--- config.mk ---
export PLATFORM = sky130hd
export DESIGN_NAME = engine_serial_link
export DESIGN_NICKNAME = d
export VERILOG_FILES = /design/src/rtl/eslink_pkg.sv /design/src/rtl/eslink_ctrl.sv /design/src/rtl/eslink_dp.sv /design/src/rtl/engine_serial_link.sv
export SDC_FILE = /design/constraint.sdc
export NUM_CORES = 1
export LEC_CHECK = 0
export ABC_CLOCK_PERIOD_IN_PS = 4750
export BUFFER_PORTS_ARGS = -buffer_cell sky130_fd_sc_hd__buf_4
export CAP_MARGIN = 15
export CELL_PAD_IN_SITES_DETAIL_PLACEMENT = 2
export CELL_PAD_IN_SITES_GLOBAL_PLACEMENT = 2
export CORE_MARGIN = 4
export CORE_UTILIZATION = 43
export DETAILED_ROUTE_END_ITERATION = 10
export PLACE_DENSITY = 0.95
export SYNTH_ARGS = -nofsm -noshare
export SYNTH_HDL_FRONTEND = slang
export SYNTH_HIERARCHICAL = 1
export SYNTH_SLANG_ARGS = --single-unit
--- constraint.sdc ---
create_clock -name clk -period 4.75 [get_ports clk]
set_input_delay 0.2375 -clock clk [delete_from_list [all_inputs] [get_ports clk]]
set_output_delay 0.2375 -clock clk [all_outputs]
set_load 0.03 [all_outputs]
--- src/rtl/eslink_pkg.sv ---
package eslink_pkg;
  localparam int BYTE_W    = 8;
  localparam int PH_W      = 5;
  localparam int HALF_LAST = 2 * BYTE_W;   // index of the trailing high half

  localparam logic [2:0] ADDR_CMD  = 3'd0;
  localparam logic [2:0] ADDR_STS  = 3'd1;
  localparam logic [2:0] ADDR_FLAG = 3'd2;
  localparam logic [2:0] ADDR_IEN  = 3'd3;
  localparam logic [2:0] ADDR_DIV  = 3'd4;

  typedef enum logic [1:0] {
    MODE_IDLE = 2'd0,
    MODE_CMD  = 2'd1,
    MODE_STS  = 2'd2
  } xferMode_e;

  typedef struct packed {
    logic loadCmd;
    logic rejectCmd;
    logic shiftOut;
    logic sampleIn;
    logic doneCmd;
    logic doneSts;
  } linkStrobe_t;
endpackage

--- src/rtl/eslink_ctrl.sv ---
module eslink_ctrl
  import eslink_pkg::*;
#(
  parameter int DIV_W = 8
) (
  input  logic             clk,
  input  logic             rstN,
  input  logic             cmdWrReq,
  input  logic [DIV_W-1:0] halfDiv,
  input  logic             stsBusyI,
  output linkStrobe_t      stb,
  output logic             cmdClkO,
  output logic             cmdBusyO
);
  localparam logic [PH_W-1:0] PH_END = PH_W'(HALF_LAST);

  xferMode_e        mode;
  logic [PH_W-1:0]  ph;
  logic [DIV_W-1:0] cnt;
  logic [DIV_W-1:0] hLat;
  logic [DIV_W-1:0] effH;
  logic             sync1, sync2, sync3, stsPend;
  logic             reqEdge, idle, tick, startSts;

  // Effective half-period, never below two cycles
  assign effH     = (halfDiv < DIV_W'(2)) ? DIV_W'(2) : halfDiv;
  assign reqEdge  = sync2 & ~sync3;
  assign idle     = (mode == MODE_IDLE);
  assign tick     = !idle && (cnt == '0);
  assign startSts = idle && !cmdWrReq && (stsPend || reqEdge);

  always_comb begin
    stb           = '0;
    stb.loadCmd   = idle && cmdWrReq;
    stb.rejectCmd = !idle && cmdWrReq;
    stb.shiftOut  = tick && (mode == MODE_CMD) && !ph[0] && (ph != PH_END);
    stb.sampleIn  = tick && (mode == MODE_STS) && ph[0];
    stb.doneCmd   = tick && (mode == MODE_CMD) && (ph == PH_END);
    stb.doneSts   = tick && (mode == MODE_STS) && (ph == PH_END);
  end

  assign cmdClkO  = !(!idle && ph[0]);
  assign cmdBusyO = (mode == MODE_CMD);

  always_ff @(posedge clk or negedge rstN) begin
    if (!rstN) begin
      sync1 <= 1'b0;
      sync2 <= 1'b0;
      sync3 <= 1'b0;
    end else begin
      sync1 <= stsBusyI;
      sync2 <= sync1;
      sync3 <= sync2;
    end
  end

  always_ff @(posedge clk or negedge rstN) begin
    if (!rstN) begin
      stsPend <= 1'b0;
    end else if (startSts) begin
      stsPend <= 1'b0;
    end else if (reqEdge) begin
      stsPend <= 1'b1;
    end
  end

  always_ff @(posedge clk or negedge rstN) begin
    if (!rstN) begin
      mode <= MODE_IDLE;
      ph   <= '0;
      cnt  <= '0;
      hLat <= DIV_W'(2);
    end else if (stb.loadCmd || startSts) begin
      mode <= stb.loadCmd ? MODE_CMD : MODE_STS;
      ph   <= '0;
      cnt  <= effH - 1'b1;
      hLat <= effH;
    end else if (tick) begin
      if (ph == PH_END) begin
        mode <= MODE_IDLE;
      end else begin
        ph  <= ph + 1'b1;
        cnt <= hLat - 1'b1;
      end
    end else if (!idle) begin
      cnt <= cnt - 1'b1;
    end
  end

  // Each low and high half spans at least two system cycles
  p_low_len_r3: assert property (@(posedge clk) disable iff (!rstN)
    $fell(cmdClkO) |=> !cmdClkO);
  p_high_len_r3: assert property (@(posedge clk) disable iff (!rstN)
    $rose(cmdClkO) |=> cmdClkO);
  // A status transfer never follows a command without passing idle
  p_sts_waits_r9: assert property (@(posedge clk) disable iff (!rstN)
    (mode == MODE_CMD) |=> (mode != MODE_STS));
endmodule

--- src/rtl/eslink_dp.sv ---
module eslink_dp
  import eslink_pkg::*;
#(
  parameter int DIV_W   = 8,
  parameter int DIV_RST = 2
) (
  input  logic              clk,
  input  logic              rstN,
  input  linkStrobe_t       stb,
  input  logic              cpuWrEn,
  input  logic [2:0]        cpuAddr,
  input  logic [BYTE_W-1:0] cpuWrData,
  input  logic              stsDataI,
  output logic              cmdDataO,
  output logic [BYTE_W-1:0] cpuRdData,
  output logic [DIV_W-1:0]  halfDiv,
  output logic              cmdIrq,
  output logic              stsIrq
);
  logic [BYTE_W-1:0] cmdReg, stsReg, txSh, rxSh;
  logic [2:0]        flagQ, flagSet, flagClr;
  logic [1:0]        irqEn;
  logic [DIV_W-1:0]  divReg;
  logic              dataQ;

  assign flagSet = {stb.rejectCmd, stb.doneSts, stb.doneCmd};
  assign flagClr = (cpuWrEn && cpuAddr == ADDR_FLAG) ? cpuWrData[2:0] : 3'b000;

  always_ff @(posedge clk or negedge rstN) begin
    if (!rstN) begin
      cmdReg <= '0;
      txSh   <= '0;
      dataQ  <= 1'b0;
    end else if (stb.loadCmd) begin
      cmdReg <= cpuWrData;
      txSh   <= cpuWrData;
    end else if (stb.shiftOut) begin
      dataQ <= txSh[BYTE_W-1];
      txSh  <= {txSh[BYTE_W-2:0], 1'b0};
    end
  end

  always_ff @(posedge clk or negedge rstN) begin
    if (!rstN) begin
      rxSh   <= '0;
      stsReg <= '0;
    end else begin
      if (stb.sampleIn) rxSh <= {rxSh[BYTE_W-2:0], stsDataI};
      if (stb.doneSts)  stsReg <= rxSh;
    end
  end

  always_ff @(posedge clk or negedge rstN) begin
    if (!rstN) begin
      flagQ  <= '0;
      irqEn  <= '0;
      divReg <= DIV_W'(DIV_RST);
    end else begin
      flagQ <= (flagQ & ~flagClr) | flagSet;
      if (cpuWrEn && cpuAddr == ADDR_IEN) irqEn  <= cpuWrData[1:0];
      if (cpuWrEn && cpuAddr == ADDR_DIV) divReg <= cpuWrData[DIV_W-1:0];
    end
  end

  always_comb begin
    case (cpuAddr)
      ADDR_CMD:  cpuRdData = cmdReg;
      ADDR_STS:  cpuRdData = stsReg;
      ADDR_FLAG: cpuRdData = {{(BYTE_W-3){1'b0}}, flagQ};
      ADDR_IEN:  cpuRdData = {{(BYTE_W-2){1'b0}}, irqEn};
      ADDR_DIV:  cpuRdData = BYTE_W'(divReg);
      default:   cpuRdData = '0;
    endcase
  end

  assign cmdDataO = dataQ;
  assign halfDiv  = divReg;
  assign cmdIrq   = flagQ[0] & irqEn[0];
  assign stsIrq   = flagQ[1] & irqEn[1];

  p_ignore_write_r8: assert property (@(posedge clk) disable iff (!rstN)
    stb.rejectCmd |=> $stable(cmdReg));
  p_cmd_flag_r6: assert property (@(posedge clk) disable iff (!rstN)
    stb.doneCmd |=> flagQ[0]);
  p_sts_flag_r6: assert property (@(posedge clk) disable iff (!rstN)
    stb.doneSts |=> flagQ[1]);
endmodule

--- src/rtl/engine_serial_link.sv ---
module engine_serial_link
  import eslink_pkg::*;
#(
  parameter int DIV_W   = 8,
  parameter int DIV_RST = 2
) (
  input  logic       clk,
  input  logic       rstN,
  input  logic       cpuWrEn,
  input  logic [2:0] cpuAddr,
  input  logic [7:0] cpuWrData,
  output logic [7:0] cpuRdData,
  output logic       cmdIrq,
  output logic       stsIrq,
  output logic       cmdBusyO,
  output logic       cmdClkO,
  output logic       cmdDataO,
  input  logic       stsBusyI,
  input  logic       stsDataI
);
  linkStrobe_t      stb;
  logic [DIV_W-1:0] halfDiv;
  logic             cmdWrReq;

  assign cmdWrReq = cpuWrEn && (cpuAddr == ADDR_CMD);

  eslink_ctrl #(.DIV_W(DIV_W)) u_ctrl (
    .clk      (clk),
    .rstN     (rstN),
    .cmdWrReq (cmdWrReq),
    .halfDiv  (halfDiv),
    .stsBusyI (stsBusyI),
    .stb      (stb),
    .cmdClkO  (cmdClkO),
    .cmdBusyO (cmdBusyO)
  );

  eslink_dp #(.DIV_W(DIV_W), .DIV_RST(DIV_RST)) u_dp (
    .clk       (clk),
    .rstN      (rstN),
    .stb       (stb),
    .cpuWrEn   (cpuWrEn),
    .cpuAddr   (cpuAddr),
    .cpuWrData (cpuWrData),
    .stsDataI  (stsDataI),
    .cmdDataO  (cmdDataO),
    .cpuRdData (cpuRdData),
    .halfDiv   (halfDiv),
    .cmdIrq    (cmdIrq),
    .stsIrq    (stsIrq)
  );

  // Command data moves only together with a falling link clock
  p_data_on_fall_r2: assert property (@(posedge clk) disable iff (!rstN)
    !$stable(cmdDataO) |-> $fell(cmdClkO));
endmodule

# After elaboration in Yosys (flattened, before gate mapping)
# Cells that the tools add are included.
dict set report word_totals {
  ff_bits 73
  latchBits 0
  ram_bits 0
  mem_bits_ro 0
  input_bits 16
  output_inout_bits 13
  word_cells 92
  mem_count 0
}
dict set report op_classes {
  add_sub_neg 4
  n_mul 0
  div_mod_pow 0
  magnitude_cmp 1
  n_eq_ne 11
  shift 0
  mux 18
  n_bitwise 8
  n_reduce_logical 34
}
# cell n
set op_table {}
lappend op_table {{$mux 8} 7}
lappend op_table {{$pmux 8 s5} 1}
lappend op_table {{$sub 8x1->8 const B} 3}
lappend op_table {{$logic_and 1x1->1} 17}
lappend op_table {{$mux 5} 3}
lappend op_table {{$logic_not 8->1} 1}
lappend op_table {{$lt 8x2->1 const B} 1}
lappend op_table {{$mux 2} 4}
lappend op_table {{$reduce_and 2->1} 4}
lappend op_table {{$reduce_bool 2->1} 4}
lappend op_table {{$eq 3x2->1 const B} 2}
lappend op_table {{$ne 3x3->1 const B} 2}
lappend op_table {{$add 5x1->5 const B} 1}
lappend op_table {{$eq 5x5->1 const B} 1}
lappend op_table {{$ne 5x5->1 const B} 1}
lappend op_table {{$logic_not 1->1} 4}
lappend op_table {{$and 1x1->1} 3}
lappend op_table {{$and 3x3->3} 1}
lappend op_table {{$eq 3x1->1 const B} 1}
lappend op_table {{$eq 3x3->1 const B} 1}
lappend op_table {{$logic_not 3->1} 1}
lappend op_table {{$mux 3} 1}
lappend op_table {{$not 3->3} 1}
lappend op_table {{$or 3x3->3} 1}
lappend op_table {{7 further kinds} 10}

# Longest topological paths before layout
# Gate-level depths: netlist of run 1.
dict set report depth {
  ltp_word 8
  depth_mapped 9
  ltp_nobuf 8
}

# By module
# Netlist of run 1, hierarchy kept.
# mod n_inst cells_per_inst area_each_um2 seq_area_each_um2
set modules_own_cells {}
lappend modules_own_cells {eslink_dp 1 172 2094.5 1152.4}
lappend modules_own_cells {eslink_ctrl 1 159 1546.5 676.9}
lappend modules_own_cells {engine_serial_link 1 1 15.0 0.0}

# Least setup slack after synthesis of run 1
# No wires, ideal clock.
dict set report synth_path {
  kind {reg2reg}
  startpoint {reg u_dp.divReg[5] (netlist: u_dp/halfDiv[5])}
  endpoint {reg u_ctrl.cnt[6]}
  setup_ps 70
  arrival_time_ps 2201
  required_ps 4680
  setup_slack_ps 2479
  path_stages_with_launch 9
  path_buffers 0
  period_less_slack_ps 2271
  cell_sequence {dfrtp_1 or4_1 nor4_2 nor3_1 or2_2 ha_1 and2_1 a211o_1 nand3_1}
}
dict set report synth_via {
  elab_chain_cells 4
}
# element line
set synth_lines {}
lappend synth_lines {{start, declared} eslink_dp.sv:23} ;# logic [DIV_W-1:0] divReg;
lappend synth_lines {{start signal, assigned} eslink_dp.sv:57} ;# divReg <= DIV_W'(DIV_RST);
lappend synth_lines {{start signal, assigned} eslink_dp.sv:61} ;# if (cpuWrEn && cpuAddr == ADDR_DIV) divReg <= cpuWrData[DIV_W-1:0];
lappend synth_lines {{$lt 8x2->1} eslink_ctrl.sv:26} ;# assign effH = (halfDiv < DIV_W'(2)) ? DIV_W'(2) : halfDiv;
lappend synth_lines {{$mux 8 *} eslink_ctrl.sv:26}
lappend synth_lines {{$sub 8x1->8 *} eslink_ctrl.sv:76} ;# cnt <= effH - 1'b1;
lappend synth_lines {{$mux 8 *} eslink_ctrl.sv:73} ;# end else if (stb.loadCmd || startSts) begin
lappend synth_lines {{end signal, assigned} eslink_ctrl.sv:76}
lappend synth_lines {{end signal, assigned} eslink_ctrl.sv:83} ;# cnt <= hLat - 1'b1;
lappend synth_lines {{end signal, assigned} eslink_ctrl.sv:86} ;# cnt <= cnt - 1'b1;
lappend synth_lines {{end, declared} eslink_ctrl.sv:19} ;# logic [DIV_W-1:0] cnt;
# Mark *: on every way between the ends. The rest lies on a longest branch, timed or not.
# A chain may end at the register's enable or synchronous reset.

==> metrics.yaml, run 1 <==
outcome:
  status: "complete, no violations"
logic_synthesis:
  synthTopCellsByArea: "dfrtp_1 (49%), mux2_2 (6.8%), mux2i_1 (5.2%)"
  yosys_register_bits: 73
  ys_seq_area_share_pct: 50.0
  ys.flop_type: "dfrtp_1"
  synth_warnings: 6
  syn-num-nets: 351
  async_flop_share_pct: 100
  synth_edf_count: 0
  syn-mean-instance-area_um2: 11.0
  synth_area_leader_cell: "dfrtp_1"
  syn-cell-area_mm2: 0.00366
  netlist_instances: 332
  synth_cell_type_count: 59
  yosysTopAreaCellShare_pct: 48.6
cells_and_area:
  finalCoreUtilization_pct: 50.0
  layout.cells.non_filler: 467
  nNetsFinal: 376
  syn_to_final_growth_pct: 12.9
  final_cell_mix: "dfrtp_1 (71), nand2_1 (41), buf_4 (29), o21ai_0 (23), mux2_2 (22)"
  final_common_cell: "dfrtp_1"
  num_antenna_cells: 0
  layout-drive-gt1-share_pct: 25.7
sta:
  tns_ps: 0
  finalCritPeriodShare_pct: 59.0
  slew_viol_final: 0
  finalSetupViolations: 0
  tightest_slew_ps: 929
  finalHoldViolations: 0
  grt_setup_unrepaired: "no"
  holdWs_ps: 12.8
  max_slew_margin_pct: 38.1
  fmax_mhz: 357
  fin_skew_ps: 10.3
  period_minus_slack_ps: 2800
cts:
  cts_buffer_depth: 2
  cts_resized: 0
  cts_tree: "built"
  clk_pin_slew_ps: 90
  cts_sinks: 73
  cts_buffers: 9
  htree_levels: 3
  cts_root_buffer: "clkbuf_8"
  insertion_delay_ps: 370
grt:
  grtUsageTotal_pct: 23.2
  grt_pass1_wl_um: 17500
  grt_pass1_vias: 3068
  grt_max_degree: 74
  grt_overflow_total: 0
  antenna_found_initial: 0
routing:
  drt_first_pass_iters: 4
  drtIter0Drc: 124
  drc: 0
  vias: 2757
  drt_wl_total_um: 11000
  final_antenna_net_count: 0
  via_per_inst: 5.90
  wl_per_cell_um: 23.6
worst_setup_path:
  cp_top_family: "simple AND/OR/NAND/NOR gates"
  path_cells: "nor4_2 > and3_1 > and2b_1 > and3_1 > mux2i_1 > o21ai_0"
  r2r-start: "u_ctrl/cnt[7]$_DFFE_PN0P_"
  arrival_ps: 3000
  cpPeakStageDelay_ps: 520
  r2r_slack_ps: 1950
  critPathBufInv: 0
  timing.rr.end: "u_dp/txSh[7]$_DFFE_PN0P_"
  critical_path.max_fanout: 9
  timing.critical_path.mode_cell: "and3_1"
  path_class: "flip-flop to flip-flop"
  r2r_cells: 6
  crit_path_end_kind: "flip-flop"
  required_ps: 4950
  worst_setup_path_start_kind: "flip-flop"
  slowest_stage: "nor4_2"
place:
  port_buffers: 28
  dp_cells: 450
  place_congestion: 0.795
  hpwl_um: 7370
floorplan:
  num_io_pins: 29
  core.rowCount: 33
  die_w_um: 100
  dieArea_mm2: 0.0100
  die_y_um: 100
  coreArea_mm2: 0.00826
  start_util_pct: 44.3
power_and_ir_drop:
  finalPower_w: 0.00132
  power_density_mw_per_mm2: 320
  ir_drop_mv: 0.171
  leakagePower_nw: 1.89
run:
  maxCapViolCount: 0
worst_hold_path:
  hold_path.class: "input pin to async pin"
==> cell usage after synthesis, types with 3 or more instances <==
| cell | number |
|---|---|
| dfrtp_1 | 71 |
| nand2_1 | 41 |
| o21ai_0 | 23 |
| mux2_2 | 22 |
| mux2i_1 | 19 |
| nor2_1 | 17 |
| inv_1 | 13 |
| a21oi_1 | 8 |
| buf_2 | 8 |
| mux2_4 | 8 |
| and2_1 | 7 |
| or2_2 | 6 |
| clkbuf_1 | 5 |
| nand4_1 | 5 |
| nor2b_1 | 5 |
| a21o_1 | 4 |
| and3_1 | 4 |
| xor2_1 | 4 |
| a211o_1 | 3 |
| a22oi_1 | 3 |
| a31oi_1 | 3 |
| a41o_1 | 3 |
| ha_1 | 3 |
| nand2b_1 | 3 |
| nand3b_1 | 3 |
==> timing repair <==
action                                 in CTS  in global routing
endpoints found under the hold margin       1                  0
setup buffers                               0                  0
hold buffers                                1                  0
==> how the worst max path moves through the flow <==
stage | from | end | slack (ps) | depth (start not counted)
after floorplan | u_dp/halfDiv[5]$_DFFE_PN0P_ | u_ctrl/cnt[6]$_DFFE_PN0P_ | 2480 | 8
after global placement | cpuAddr[1] | u_ctrl/cnt[6]$_DFFE_PN0P_ | 2010 | 9
after detailed placement | cpuAddr[1] | u_ctrl/cnt[6]$_DFFE_PN0P_ | 1850 | 9
after CTS | u_ctrl/cnt[7]$_DFFE_PN0P_ | u_dp/txSh[6]$_DFFE_PN0P_ | 1940 | 6
after global routing | u_ctrl/cnt[7]$_DFFE_PN0P_ | u_dp/txSh[2]$_DFFE_PN0P_ | 1810 | 6
final | u_ctrl/cnt[7]$_DFFE_PN0P_ | u_dp/txSh[7]$_DFFE_PN0P_ | 1950 | 6
==> layout make-up <==
cell class	count	area (µm²)
multi-input combinational	230	1690
inverter	13	48.8
sequential	73	1830
timing repair buffer	30	228
clock inverter	7	78.8
tap	105	131
fill	830	4130
clock buffer	9	124
==> registers in the layout, summed over array words and instances (netlist names), 2 cells and up <==
register and cells:
u_ctrl/hLat 8, u_dp/txSh 8, u_dp/flagQ 3, u_dp/stsReg 8, u_dp/irqEn 2, u_dp/halfDiv 8
u_ctrl/mode 2, u_dp/cmdReg 8, u_ctrl/ph 5, u_ctrl/cnt 8, u_dp/rxSh 8
==> power breakdown <==
group          leakage [nW]  internal [W]  switching (W)
sequential            0.869      0.000644      0.0000373
clock                0.0921      0.000246       0.000278
combinational         0.931     0.0000550      0.0000624
==> metal layers <==
layer | up-vias | GRT usage, % | part of all wire [%] | routed length [µm]
met2 | 55 | 41.5 | 53 | 5890
li1 | 1220 | - | - | -
met3 | 18 | 4.45 | 2.7 | 297
met5 | - | 0 | 0 | 0
met1 | 1464 | 28.1 | 42 | 4580
met4 | 0 | 7.36 | 2.2 | 240
==> metrics by stage <==
step,instance area [µm²],worst slack (ps)
finish,4130,1950
global route,4130,1810
CTS,4130,1940
detailed placement,3920,1850
global placement,3920,2010
floorplan,3660,2480
==> logic make-up (layout without fill, tap and decap cells) <==
| family | after synthesis | count (layout) | synth area share [%] |
|---|---|---|---|
| adder cells (fa/ha/maj) | 3 | 3 | 1.03 |
| XOR/XNOR | 5 | 5 | 1.20 |
| AND/OR/NAND/NOR | 113 | 113 | 17.3 |
| AO/OA/AOI/OAI | 60 | 60 | 11.4 |
| multiplexers | 49 | 49 | 15.3 |
| buffers and inverters | 29 | 59 | 3.76 |
| flip-flops | 73 | 73 | 50.0 |
Note: power is estimated with default switching activity, not from simulation.
==> run 2: changes to the inputs <==
--- a/config.mk
+++ b/config.mk
@@ -5,15 +5,15 @@
 export SDC_FILE = /design/constraint.sdc
 export NUM_CORES = 1
 export LEC_CHECK = 0
-export ABC_CLOCK_PERIOD_IN_PS = 4750
+export ABC_CLOCK_PERIOD_IN_PS = 2900
 export BUFFER_PORTS_ARGS = -buffer_cell sky130_fd_sc_hd__buf_4
 export CAP_MARGIN = 15
 export CELL_PAD_IN_SITES_DETAIL_PLACEMENT = 2
 export CELL_PAD_IN_SITES_GLOBAL_PLACEMENT = 2
 export CORE_MARGIN = 4
-export CORE_UTILIZATION = 43
+export CORE_UTILIZATION = 40
 export DETAILED_ROUTE_END_ITERATION = 10
-export PLACE_DENSITY = 0.95
+export PLACE_DENSITY = 0.89
 export SYNTH_ARGS = -nofsm -noshare
 export SYNTH_HDL_FRONTEND = slang
 export SYNTH_HIERARCHICAL = 1
==> constraint.sdc (replaced) <==
create_clock -name clk -period 2.9 [get_ports clk]
set_input_delay 0.145 -clock clk [delete_from_list [all_inputs] [get_ports clk]]
set_output_delay 0.145 -clock clk [all_outputs]
set_load 0.03 [all_outputs]
==> run 2 against run 1 <==
Against the previous run:
- worst hold slack better by 17 ps
- clock skew hardly changed
- critical path depth is 2 higher
- sequential power is 61% higher
- critical path type unchanged
- largest cell class unchanged
- routed wire length is 1.7% lower
- fmax is 8.7% higher
- worst setup slack worse by 1600 ps
- first-iteration DRC count is 40% lower
- count of clock-buffer cells in the layout is 1 higher
- die area is 6.9% higher
- design area is 2.9% higher
- register-to-register slack worse by 1600 ps
==> metrics.yaml, run 2 (same netlist as run 1, synthesis figures left out) <==
power_and_ir_drop:
  combPwrFrac_pct: 9.4  # +0.5 points
  finalPower_w: 0.00221  # +67%
  leakagePower_nw: 1.97  # +4.1%
  p_int_w: 0.00165  # +75%
  power_density_mw_per_mm2: 520  # +62%
  p_clk_share_pct: 40.8  # +1.2 points
  power_frac_seq_pct: 49.8  # -1.7 points
  swShare_pct: 25.2  # -3.3 points
  power_switching_w: 0.000557  # +48%
  ir_drop_mv: 0.260  # +52%
cells_and_area:
  fillCellCount: 905  # +9.0%
  finalCoreUtilization_pct: 48.2  # -1.8 points
  layout-drive-gt1-share_pct: 27.8  # +2.1 points
  syn_to_final_growth_pct: 16.2
  final_cell_mix: "dfrtp_1 (71), buf_4 (41), nand2_1 (41), o21ai_0 (23), mux2_2 (22)"
  fin_area_mm2: 0.00425  # +2.9%
  num_antenna_cells: 0  # unchanged
  final_common_cell: "dfrtp_1"
  nNetsFinal: 389  # +3.5%
place:
  hpwl_um: 7460  # +1.2%
  port_buffers: 28  # unchanged
  dpl_cell_area_mm2: 0.00401  # +2.4%
  place_congestion: 0.808  # +1.6%
floorplan:
  die_y_um: 104  # +3.4%
  core.rowCount: 34  # +3.0%
  start_util_pct: 41.5  # -2.8 points
  die_w_um: 104  # +3.4%
  num_io_pins: 29  # unchanged
  dieArea_mm2: 0.0107  # +6.9%
  coreArea_mm2: 0.00881  # +6.6%
sta:
  grt_setup_unrepaired: "no"
  period_minus_slack_ps: 2580  # -225 ps
  fmax_mhz: 388  # +8.7%
  fin_skew_ps: 10.5  # +0.210 ps
  tightest_slew_ps: 961  # +32.0 ps
  finalHoldViolations: 0  # unchanged
  finalSetupViolations: 0  # unchanged
  holdWs_ps: 29.5  # +16.7 ps
  tns_ps: 0  # unchanged
  finalCritPeriodShare_pct: 88.9  # +30 points
  max_slew_margin_pct: 35.9  # -2.1 points
  slew_viol_final: 0  # unchanged
cts:
  cts_root_buffer: "clkbuf_8"
  cts_sinks: 73  # unchanged
  cts_hold_buf: 2  # +1
  htree_levels: 3  # unchanged
  cts_resized: 0  # unchanged
  clk_pin_slew_ps: 80  # about the same
  cts_setup_buffers: 0  # unchanged
  insertion_delay_ps: 350  # -20 ps
  cts_buffer_depth: 2  # unchanged
  cts_tree: "built"
  cts_buffers: 9  # unchanged
worst_setup_path:
  path_cells: "nor4_2 > and3_1 > a211oi_2 > or2_2 > ha_1 > and2_1 > a211o_1 > nand3_1"
  r2r_slack_ps: 320  # -1620 ps
  critical_path.max_fanout: 9  # unchanged
  worst_setup_path_start_kind: "flip-flop"
  path_class: "flip-flop to flip-flop"
  timing.rr.end: "u_ctrl/cnt[6]$_DFFE_PN0P_"
  cpPeakStageDelay_ps: 460  # -60 ps
  startpoint: "u_ctrl/cnt[7]$_DFFE_PN0P_"
  cp_top_family: "simple AND/OR/NAND/NOR gates"
  crit_end: "u_ctrl/cnt[6]$_DFFE_PN0P_"
  arrival_ps: 2860  # -140 ps
  r2r-start: "u_ctrl/cnt[7]$_DFFE_PN0P_"
  required_ps: 3190  # -1760 ps
  crit_cells: 8  # +2
  r2r_cells: 8  # +2
  slowest_stage: "and3_1"
  critPathBufInv: 0  # unchanged
  crit_path_end_kind: "flip-flop"
routing:
  drtIter0Drc: 74  # -40%
  final_antenna_net_count: 0  # unchanged
  vias: 2750  # -0.25%
  drc: 0  # unchanged
  drt_first_pass_iters: 4  # unchanged
  via_per_inst: 5.71  # -3.4%
  wl_per_cell_um: 22.5  # -4.7%
  drt_wl_total_um: 10800  # -1.7%
grt:
  grt_overflow_total: 0  # unchanged
  grtUsageTotal_pct: 21.3  # -1.9 points
  grt_max_degree: 74  # unchanged
  antenna_found_initial: 0  # unchanged
  grt_pass1_wl_um: 18100  # +3.4%
  grt_pass1_vias: 3202  # +4.4%
run:
  maxCapViolCount: 0  # unchanged
worst_hold_path:
  hold_path.class: "input pin to flip-flop"
outcome:
  status: "complete, no violations"
==> run 2: changes by cell type in the layout (fill, tap and decap cells not counted), sizes merged <==
cell,before,now
buf,29,41
bufinv,1,2
clkbuf,9,10
clkinv,2,1
clkinvlp,3,2
dlygate4sd3,1,2
inv,14,13
==> run 2: metrics by stage <==
stage	setup slack, ps	cells
floorplan	629	332
global placement	534	465
detailed placement	382	465
CTS	321	482
global route	199	482
finish	323	482
==> run 2: how the worst min path moves through the flow <==
| stage | from | end | slack, ps | cells past startpoint |
|---|---|---|---|---|
| after detailed placement | stsBusyI | u_ctrl/sync1$_DFF_PN0_ | 260 | 1 |
| final | stsDataI | u_dp/rxSh[0]$_DFFE_PN0P_ | 30 | 2 |
| after floorplan | rstN | u_ctrl/cnt[0]$_DFFE_PN0P_ | -150 | 0 |
| after global routing | stsDataI | u_dp/rxSh[0]$_DFFE_PN0P_ | 30 | 2 |
| after CTS | stsDataI | u_dp/rxSh[0]$_DFFE_PN0P_ | 10 | 2 |
| after global placement | stsBusyI | u_ctrl/sync1$_DFF_PN0_ | 250 | 1 |
==> run 2: power groups by stage <==
| stage | Clock [W] | Sequential, W | Combinational [W] |
|---|---|---|---|
| 2_1_floorplan | 0 | 0.00110 | 0.000115 |
| 3_3_place_gp | 0 | 0.00112 | 0.000193 |
| 3_5_place_dp | 0 | 0.00112 | 0.000204 |
| 4_1_cts | 0.000930 | 0.00110 | 0.000211 |
| 5_1_grt | 0.000970 | 0.00111 | 0.000226 |
| 6_report | 0.000901 | 0.00110 | 0.000209 |
==> run 2: final cells by class <==
| class | count | area, µm² | share of cell area (%) |
|---|---|---|---|
| well taps | 108 | 135 | 3.18 |
| flip-flops and latches | 73 | 1830 | 43.1 |
| clock buffers | 10 | 138 | 3.24 |
| inverters | 13 | 48.8 | 1.15 |
| clock inverters | 5 | 80.1 | 1.89 |
| repair buffers | 43 | 328 | 7.72 |
| multi-input cells | 230 | 1690 | 39.8 |
==> run 2: layer usage <==
layer,track usage (%),vias to the layer above,part of all wire [%]
li1,-,1243,-
met3,3.17,13,2.3
met2,39.0,45,55
met5,0,-,0
met1,25.9,1449,42
met4,6.27,0,1.3
==> run 2: worst register-to-register path, stage by stage, from the launching register on <==
cell,delay (ps)
dfrtp_1,430
nor4_2,360
and3_1,460
a211oi_2,170
or2_2,310
ha_1,230
and2_1,180
a211o_1,300
nand3_1,80
